===== src/rtl/gpio_alias_pkg.sv =====
package gpio_alias_pkg;

  localparam logic [1:0] SZ_BYTE = 2'd0;
  localparam logic [1:0] SZ_HALF = 2'd1;
  localparam logic [1:0] SZ_WORD = 2'd2;

  localparam logic [1:0] ERR_NONE     = 2'd0;
  localparam logic [1:0] ERR_SIZE     = 2'd1;
  localparam logic [1:0] ERR_UNMAPPED = 2'd2;

  // Register slot, taken from offset bits [4:2]; the order is the address map.
  typedef enum logic [2:0] {
    RS_FUNC   = 3'd0,
    RS_DATA   = 3'd1,
    RS_DSET   = 3'd2,
    RS_DCLR   = 3'd3,
    RS_DIRSET = 3'd4,
    RS_DIRCLR = 3'd5,
    RS_LISTEN = 3'd6,
    RS_ROUTE  = 3'd7
  } reg_sel_e;

endpackage


===== src/rtl/gpio_bus_decode.sv =====
module gpio_bus_decode
  import gpio_alias_pkg::*;
#(
  parameter int unsigned OFF_W = 6
) (
  input  logic             rd,
  input  logic             wr,
  input  logic [1:0]       size,
  input  logic [OFF_W-1:0] addr,
  output reg_sel_e         sel,
  output logic             wr_ok,
  output logic             rd_ok,
  output logic [1:0]       err
);

  // Offset bits that may be nonzero in a mapped offset.
  localparam logic [OFF_W-1:0] SLOT_BITS = OFF_W'(5'h1C);
  localparam logic [OFF_W-1:0] ROUTE_OFF = OFF_W'(5'h1C);

  logic access;
  logic mapped;
  logic route_off;
  logic size_ok;

  always_comb begin
    access    = rd | wr;
    mapped    = (addr & ~SLOT_BITS) == '0;
    route_off = addr == ROUTE_OFF;
    size_ok   = route_off ? (size == SZ_WORD) : (size == SZ_HALF);
    sel       = reg_sel_e'(addr[4:2]);
    if (!access)       err = ERR_NONE;
    else if (!size_ok) err = ERR_SIZE;
    else if (!mapped)  err = ERR_UNMAPPED;
    else               err = ERR_NONE;
    wr_ok = wr & size_ok & mapped;
    rd_ok = rd & ~wr & size_ok & mapped;
  end

endmodule


===== src/rtl/gpio_reg_bank.sv =====
module gpio_reg_bank
  import gpio_alias_pkg::*;
#(
  parameter int unsigned NPIN  = 16,
  parameter int unsigned MUX_W = 32,
  parameter int unsigned DW    = 32
) (
  input  logic             clk,
  input  logic             rst_n,
  input  logic             wr_ok,
  input  logic             rd_ok,
  input  reg_sel_e         sel,
  input  logic [DW-1:0]    wdata,
  output logic [DW-1:0]    rdata,
  output logic [NPIN-1:0]  fer_q,
  output logic [NPIN-1:0]  data_q,
  output logic [NPIN-1:0]  dir_q,
  output logic [NPIN-1:0]  inen_q,
  output logic [MUX_W-1:0] mux_q,
  output logic [NPIN-1:0]  data_nxt,
  output logic             refresh
);

  logic [NPIN-1:0] wbits;
  logic [NPIN-1:0] dir_nxt;
  logic [DW-1:0]   rd_val;

  always_comb begin
    wbits    = wdata[NPIN-1:0];
    data_nxt = data_q;
    dir_nxt  = dir_q;
    refresh  = 1'b0;
    if (wr_ok) begin
      unique case (sel)
        RS_DATA:   begin data_nxt = wbits;           refresh = 1'b1; end
        RS_DSET:   begin data_nxt = data_q | wbits;  refresh = 1'b1; end
        RS_DCLR:   begin data_nxt = data_q & ~wbits; refresh = 1'b1; end
        RS_DIRSET: begin dir_nxt  = dir_q | wbits;   refresh = 1'b1; end
        RS_DIRCLR: dir_nxt = dir_q & ~wbits;
        default: ;
      endcase
    end
  end

  always_comb begin
    unique case (sel)
      RS_FUNC:                    rd_val = DW'(fer_q);
      RS_DATA, RS_DSET, RS_DCLR:  rd_val = DW'(data_q);
      RS_DIRSET, RS_DIRCLR:       rd_val = DW'(dir_q);
      RS_LISTEN:                  rd_val = DW'(inen_q);
      default:                    rd_val = DW'(mux_q);
    endcase
  end

  always_ff @(posedge clk or negedge rst_n) begin
    if (!rst_n) begin
      fer_q  <= '0;
      data_q <= '0;
      dir_q  <= '0;
      inen_q <= '0;
      mux_q  <= '0;
      rdata  <= '0;
    end else begin
      data_q <= data_nxt;
      dir_q  <= dir_nxt;
      if (wr_ok && sel == RS_FUNC)   fer_q  <= wbits;
      if (wr_ok && sel == RS_LISTEN) inen_q <= wbits;
      if (wr_ok && sel == RS_ROUTE)  mux_q  <= wdata[MUX_W-1:0];
      rdata <= rd_ok ? rd_val : '0;
    end
  end

endmodule


===== src/rtl/gpio_pin_io.sv =====
module gpio_pin_io #(
  parameter int unsigned NPIN  = 16,
  parameter int unsigned LVL_W = 2
) (
  input  logic                  clk,
  input  logic                  rst_n,
  input  logic                  refresh,
  input  logic [NPIN-1:0]       data_nxt,
  input  logic [NPIN-1:0]       inen,
  input  logic [NPIN-1:0]       dir,
  input  logic [NPIN-1:0]       fer,
  input  logic [NPIN-1:0]       pin_evt,
  input  logic [NPIN*LVL_W-1:0] pin_lvl,
  output logic [NPIN-1:0]       pin_out,
  output logic [NPIN-1:0]       pin_upd,
  output logic [NPIN-1:0]       smp_stb,
  output logic [NPIN-1:0]       smp_lvl
);

  for (genvar i = 0; i < NPIN; i++) begin : g_pin
    logic lvl_bit;
    logic listen;
    logic drive;
    logic out_r;
    logic upd_r;
    logic stb_r;
    logic lvl_r;

    assign lvl_bit = |pin_lvl[i*LVL_W +: LVL_W];
    assign listen  = fer[i] & inen[i] & ~dir[i];
    assign drive   = refresh & ~inen[i];

    always_ff @(posedge clk or negedge rst_n) begin
      if (!rst_n) begin
        out_r <= 1'b0;
        upd_r <= 1'b0;
        stb_r <= 1'b0;
        lvl_r <= 1'b0;
      end else begin
        upd_r <= drive;
        if (drive) out_r <= data_nxt[i];
        stb_r <= pin_evt[i] & listen;
        if (pin_evt[i] && listen) lvl_r <= lvl_bit;
      end
    end

    assign pin_out[i] = out_r;
    assign pin_upd[i] = upd_r;
    assign smp_stb[i] = stb_r;
    assign smp_lvl[i] = lvl_r;
  end

endmodule


===== src/rtl/gpio_alias_port.sv =====
module gpio_alias_port
  import gpio_alias_pkg::*;
#(
  parameter int unsigned NPIN  = 16,
  parameter int unsigned LVL_W = 2,
  parameter int unsigned MUX_W = 32,
  parameter int unsigned DW    = 32,
  parameter int unsigned OFF_W = 6
) (
  input  logic                  clk,
  input  logic                  rst_n,
  input  logic                  bus_rd,
  input  logic                  bus_wr,
  input  logic [1:0]            bus_size,
  input  logic [OFF_W-1:0]      bus_addr,
  input  logic [DW-1:0]         bus_wdata,
  output logic [DW-1:0]         bus_rdata,
  output logic [1:0]            bus_err,
  output logic [NPIN-1:0]       pin_out,
  output logic [NPIN-1:0]       pin_upd,
  input  logic [NPIN-1:0]       pin_evt,
  input  logic [NPIN*LVL_W-1:0] pin_lvl,
  output logic [NPIN-1:0]       smp_stb,
  output logic [NPIN-1:0]       smp_lvl
);

  reg_sel_e         sel;
  logic             wr_ok;
  logic             rd_ok;
  logic [1:0]       err_now;
  logic [NPIN-1:0]  fer_r;
  logic [NPIN-1:0]  data_r;
  logic [NPIN-1:0]  dir_r;
  logic [NPIN-1:0]  inen_r;
  logic [MUX_W-1:0] mux_r;
  logic [NPIN-1:0]  data_nxt;
  logic             refresh;

  gpio_bus_decode #(.OFF_W(OFF_W)) u_decode (
    .rd    (bus_rd),
    .wr    (bus_wr),
    .size  (bus_size),
    .addr  (bus_addr),
    .sel   (sel),
    .wr_ok (wr_ok),
    .rd_ok (rd_ok),
    .err   (err_now)
  );

  gpio_reg_bank #(.NPIN(NPIN), .MUX_W(MUX_W), .DW(DW)) u_regs (
    .clk      (clk),
    .rst_n    (rst_n),
    .wr_ok    (wr_ok),
    .rd_ok    (rd_ok),
    .sel      (sel),
    .wdata    (bus_wdata),
    .rdata    (bus_rdata),
    .fer_q    (fer_r),
    .data_q   (data_r),
    .dir_q    (dir_r),
    .inen_q   (inen_r),
    .mux_q    (mux_r),
    .data_nxt (data_nxt),
    .refresh  (refresh)
  );

  gpio_pin_io #(.NPIN(NPIN), .LVL_W(LVL_W)) u_pins (
    .clk      (clk),
    .rst_n    (rst_n),
    .refresh  (refresh),
    .data_nxt (data_nxt),
    .inen     (inen_r),
    .dir      (dir_r),
    .fer      (fer_r),
    .pin_evt  (pin_evt),
    .pin_lvl  (pin_lvl),
    .pin_out  (pin_out),
    .pin_upd  (pin_upd),
    .smp_stb  (smp_stb),
    .smp_lvl  (smp_lvl)
  );

  always_ff @(posedge clk or negedge rst_n) begin
    if (!rst_n) bus_err <= ERR_NONE;
    else        bus_err <= err_now;
  end

endmodule


===== config.mk =====
export PLATFORM = sky130hd
export DESIGN_NAME = gpio_alias_port
export DESIGN_NICKNAME = d
export VERILOG_FILES = /design/src/rtl/gpio_alias_pkg.sv /design/src/rtl/gpio_bus_decode.sv /design/src/rtl/gpio_reg_bank.sv /design/src/rtl/gpio_pin_io.sv /design/src/rtl/gpio_alias_port.sv
export SDC_FILE = /design/constraint.sdc
export NUM_CORES = 1
export LEC_CHECK = 0
export ABC_CLOCK_PERIOD_IN_PS = 1700
export BUFFER_PORTS_ARGS = -buffer_cell sky130_fd_sc_hd__buf_2
export CAP_MARGIN = 25
export CORE_MARGIN = 1
export CORE_UTILIZATION = 50
export CTS_CLUSTER_DIAMETER = 40
export DETAILED_ROUTE_END_ITERATION = 6
export PLACE_DENSITY = 0.75
export REMOVE_ABC_BUFFERS = 1
export SLEW_MARGIN = 20
export SYNTH_ARGS = -nofsm -noshare
export SYNTH_HDL_FRONTEND = slang
export SYNTH_HIERARCHICAL = 1
export SYNTH_SLANG_ARGS = --single-unit

===== constraint.sdc =====
create_clock -name clk -period 1.7 [get_ports clk]
set_clock_uncertainty 0.1 [all_clocks]
set_input_delay 0.085 -clock clk [delete_from_list [all_inputs] [get_ports clk]]
set_output_delay 0.085 -clock clk [all_outputs]
set_load 0.01 [all_outputs]

After elaboration in Yosys (flattened, before gate mapping)
Index checks and enable logic that the tools add are counted.

Reduce and logical (&&, ||, !) cells: 42. Multiplexer cells: 11. Equality and inequality tests: 10. Bitwise logic cells: 108.

Operators with widths (number): one-hot mux 32 bit (4 select lines) (1); bitwise AND 1 bit (69); one-hot mux 16 bit (3 select lines) (1); OR reduction 2 bit (17); inverter 1 bit (33); bitwise AND 16 bit (2); two-way mux 32 bit (1); OR 16 bit (2); one-hot mux 16 bit (2 select lines) (1); logical AND 1 bit (19); two-way mux 16 bit (1); inverter 16 bit (1); == test 3 bit (second input constant) (4); == test 3 x 2 -> 1 bit (second input constant) (2); == test 6 x 5 -> 1 bit (second input constant) (1); zero test 6 bit (1); two-way mux 2 bit (3); OR reduction 4 bit (1); == test 3 x 1 -> 1 bit (second input constant) (1); zero test 3 bit (1); two-way mux 1 bit (3); OR reduction 3 bit (1); == test 2 x 1 -> 1 bit (second input constant) (1); == test 2 bit (second input constant) (1); other kinds (3) (3).

Register bits: 194. Input bits: 92. Output and inout bits: 98. Logic and storage cells: 242.

Depth between registers and ports, before layout
Word-level depth: 6. Depth in mapped cells: 10. Gate-level depth less buffers: 7.

Hierarchy
Netlist, hierarchy kept.

Modules (own cells, without submodules): gpio_reg_bank (area each 5450.2 um2, times used 1, cells each 434, sequential area each 3203.1 um2); gpio_pin_io (area each 2941.6 um2, times used 1, cells each 225, sequential area each 1601.5 um2); gpio_bus_decode (area each 107.6 um2, times used 1, cells each 15, sequential area each 0.0 um2); gpio_alias_port (area each 50.0 um2, times used 1, cells each 2, sequential area each 50.0 um2).

Worst setup path before layout
Ideal clock, no wire load.

Path type: in2reg. Start point: in bus_addr[3]. End point: reg u_pins.g_pin[10].out_r. Library setup time: 0.125 ns. Buffers on the path: 3. Data required time: 1.475 ns. Cell stages on the path: 10. Setup slack: -0.200 ns. Arrival time: 1.675 ns. Cells stage by stage: and3_1 > o22ai_1 > and3_2 > nor2b_4 > buf_6 > and3_1 > buf_2 > buf_6 > a211oi_1 > mux2_4.

Elaborated cells between the ends (all ways): 14. Classes of those cells: 5 x eq/ne; 5 x mux; 3 x bitwise; 1 x reduce/logical.

RTL lines: start: declaration (RTL line gpio_alias_port.sv:15) `input logic [OFF_W-1:0] bus_addr,`; == test 6 x 5 -> 1 bit (RTL line gpio_bus_decode.sv:28) `route_off = addr == ROUTE_OFF;`; two-way mux 1 bit (RTL line gpio_bus_decode.sv:29) `size_ok = route_off ? (size == SZ_WORD) : (size == SZ_HALF);`; bitwise AND 1 bit (2 in series) (RTL line gpio_bus_decode.sv:35) `wr_ok = wr & size_ok & mapped;`; net wr_ok (RTL line gpio_alias_port.sv:28) `logic wr_ok;`; two-way mux 16 bit (RTL line gpio_reg_bank.sv:33) `if (wr_ok) begin`; net data_nxt[10] (RTL line gpio_alias_port.sv:36) `logic [NPIN-1:0] data_nxt;`; end signal: assignment (RTL line gpio_pin_io.sv:41) `if (drive) out_r <= data_nxt[i];`; end: declaration (RTL line gpio_pin_io.sv:24) `logic out_r;`.

The timed path passes the listed nets, and every way through them passes these cells. A chain may end at the register's enable or synchronous reset.

Final worst setup path
Start point: in bus_addr[2]. End point: reg u_pins.g_pin[13].out_r.

Elaborated cells between the ends (all ways): 14. Classes of those cells: 5 x eq/ne; 5 x mux; 3 x bitwise; 1 x reduce/logical.

RTL lines (RTL line): == test 6 x 5 -> 1 bit (gpio_bus_decode.sv:28); two-way mux 1 bit (gpio_bus_decode.sv:29); bitwise AND 1 bit (2 in series) (gpio_bus_decode.sv:35); net wr_ok (gpio_alias_port.sv:28); two-way mux 16 bit (gpio_reg_bank.sv:33); net data_nxt[13] (gpio_alias_port.sv:36); end signal: assignment (gpio_pin_io.sv:41); end: declaration (gpio_pin_io.sv:24).

The timed path passes the listed nets, and every way through them passes these cells.

==> run_results.csv <==
group,metric,value,unit
clock_tree,htree_levels,4,
timing,worstMarginPinSlew,0.3695,ns
routing,antenna_left,0,
global_routing,grt_first_pass_wirelength,34.83,mm
critical_path,end_kind,"flop",
timing,fin_hold_ws,0.07115,ns
critical_path,path_buf_inv,2,
critical_path,slowest_delay,0.32,ns
placed_design,dp_hpwl,13.75,mm
run_status,status,"finished clean",
yosys,synth_compound_area_frac,0.09571,
die,die_w,132.8,um
timing,rsz0062_at_grt,"false",
placed_design,io_buffers,189,
yosys,ys_ff_latch,194,
critical_path,crit_chain,"buf_2 -> and3_1 -> o22ai_1 -> and3_2 -> nor2b_4 -> buf_4 -> a21oi_1 -> a211oi_1 -> mux2_4",
critical_path,crit_family,"simple AND/OR/NAND/NOR gates",
clock_tree,cts.sink_count,194,
die,design.core.area,16640,um^2
layout,final_nets,1010,
layout,antenna_cells,0,
yosys,netlist_instances,676,
global_routing,antenna_found_initial,0,
critical_path,critPathSlowestCell,"a211oi_1",
run,drv_cap,0,
layout,drive_above_1_share,0.3996,
timing,layout_worst_path_cycle_share,0.9661,
layout,syn_to_final_growth,29.27,%
power,p_leak,5.882,nW
yosys,synth_top_area_frac,0.5678,
die,die_y,132.8,um
yosys,synthTopCellsByArea,"dfrtp_1, mux2_2, buf_4",
yosys,synthSimpleGateAreaFrac,0.08927,
die,io_pins,190,
timing,setup_viol,0,
placed_design,dp_slack,-0.3447,ns
timing,period_minus_slack,1.642,ns
layout,mostFrequentLayoutCell,"dfrtp_1",
yosys,ys_types,38,
clock_tree,cts_tree,"built",
clock_tree,cts_setup_buffers,0,
timing,slew_viol_final,0,
critical_path,crit_path_start_kind,"input port",
routing,drt-initial-drc-count,507,
clock_tree,numCtsBuffers,17,
critical_path,arrival,1.92,ns
yosys,async_reset_ff_frac,1.000,
yosys,synth_area,8549,um^2
yosys,synth-main-ff-cell,"dfrtp_1",
timing,hold_viol,0,
critical_path,crit_required,1.98,ns
die,rows,47,
routing,viasPerCell,5.378,
routing,vias,6190,
timing,clock.fmax,608.9,MHz
yosys,yosys.area.top_type,"dfrtp_1",
die,die_area,17630,um^2
yosys,synthAdderAreaFrac,0,
yosys,ys_seq_area_frac,0.5678,
power,ir_drop,0.6919,mV
layout,mostFrequentLayoutCells,"dfrtp_1, buf_2, dlygate4sd3_1",
yosys,synth.area.mux_share,0.1477,
placed_design,gp_congestion,0.7839,
yosys,synth_area_per_cell,12.65,um^2
yosys,ys_warn_count,6,
global_routing,grt_max_degree,69,
power,total_power,9.774,mW
power,cellPowerDensity,884.4,nW/um^2
critical_path,path_max_fanout,13,
min_path,hold_class,"input port to flop",
clock_tree,cts_root_buf,"clkbuf_16",
timing,slew_headroom,0.7522,
clock_tree,clk_path_buf_depth,2,
routing,wl_per_cell,19.10,um
routing,drt_pass1_iterations,5,
routing,drc,0,
global_routing,grt_use_total,0.2611,
yosys,synth-edff-count,0,
critical_path,critical_path_class,"input port to flop",
clock_tree,clkLatencyLatePin,0.44,ns
routing,routed_wirelength,21.99,mm
yosys,synth_top_family_by_area,"multiplexers",
global_routing,gr-total-overflow,0,
clock_tree,clkTransAtPathRegs,0.07,ns
timing,fin_ws,0.05769,ns
die,start_util,0.5137,
global_routing,grt_pass1_vias,6434,
yosys,synth_xor_area_frac,0.002049,
==> path summary, 6_finish.rpt <==
path,startpoint,endpoint,slack (ns),cells past startpoint
min reg2reg,u_regs/mux_q[30],u_regs/rdata[30],0.40,1
min in group asynchronous,rst_n,u_regs/mux_q[22],0.15,3
min,bus_addr[2],flop,0.07,3
max reg2reg,u_regs/inen_q[3],u_pins/g_pin[3].out_r,0.49,2
max,bus_addr[2],u_pins/g_pin[13].out_r,0.06,9
max in group asynchronous,rst_n,u_regs/rdata[19],0.74,3
==> cell families after synthesis <==
| family | after synthesis |
|---|---|
| simple gates | 104 |
| buf+inv | 136 |
| compound gates | 128 |
| xor+xnor | 2 |
| flops | 194 |
| mux | 112 |
==> synthesized netlist by cell type, types with 11 or more instances <==
library cell,count
nand2_1,16
buf_2,17
and3_1,19
a21oi_1,32
clkbuf_1,11
o21a_1,15
a211oi_1,45
mux2_4,11
dfrtp_1,194
buf_4,69
and4b_1,17
nor2b_4,11
nor2_1,18
inv_1,33
o22ai_1,16
mux2i_1,32
mux2_2,69
o21ai_0,16
==> per-stage QoR <==
stage / util / instances / setup TNS (ns) / cell area, um^2
floorplan: - / 573 / -37.40 / 7840
global placement: 0.5745 / 1032 / -16.98 / 9560
detailed placement: 0.5745 / 1032 / -21.88 / 9560
CTS: 0.6638 / 1151 / 0 / 11050
global route: 0.6641 / 1151 / 0 / 11050
finish: 0.6641 / 1151 / 0 / 11050
==> worst register-to-register path, stage by stage, from the launching register on <==
cell and delay (ns):
dfrtp_1 0.41, and2b_2 0.25, mux2_2 0.33
==> per-layer routing <==
metal / track usage / vias up / wire (um)
li1: - / 2797 / -
met1: 0.3442 / 3083 / 9342
met2: 0.4257 / 261 / 10850
met3: 0.05441 / 49 / 1227
met4: 0.09962 / 0 / 567
met5: 0 / - / 0
==> final cells by class <==
class	instances	area, um^2
inverter	33	123.9
tap	220	275.3
multi-input combinational	346	2869
clock buffer	20	446.7
sequential	194	4855
fill	1175	5590
clock inverter	12	168.9
timing repair buffer	326	2313
==> state kept, by name (all words and copies together) (netlist names), 16 cells and up, named ones only <==
signal / cells
u_regs/data_q: 16
u_regs/fer_q: 16
u_regs/inen_q: 16
u_pins/g_pin.stb_r: 16
u_regs/rdata: 32
u_pins/g_pin.out_r: 16
u_pins/g_pin.upd_r: 16
u_regs/mux_q: 32
u_pins/g_pin.lvl_r: 16
==> what timing repair did <==
item | CTS | global route
hold buffers | 87 | 0
endpoints found under the hold margin | 324 | 0
setup endpoints to repair | 0 | 1
resized for setup | 0 | 1
==> power by group <==
group          total (mW)  switching, mW  internal [mW]
Sequential           4.80         0.0811           4.72
Clock                4.20           1.81           2.39
Combinational       0.769          0.377          0.392
Total                9.77           2.27           7.50
Note: power is estimated with default switching activity, not from simulation.
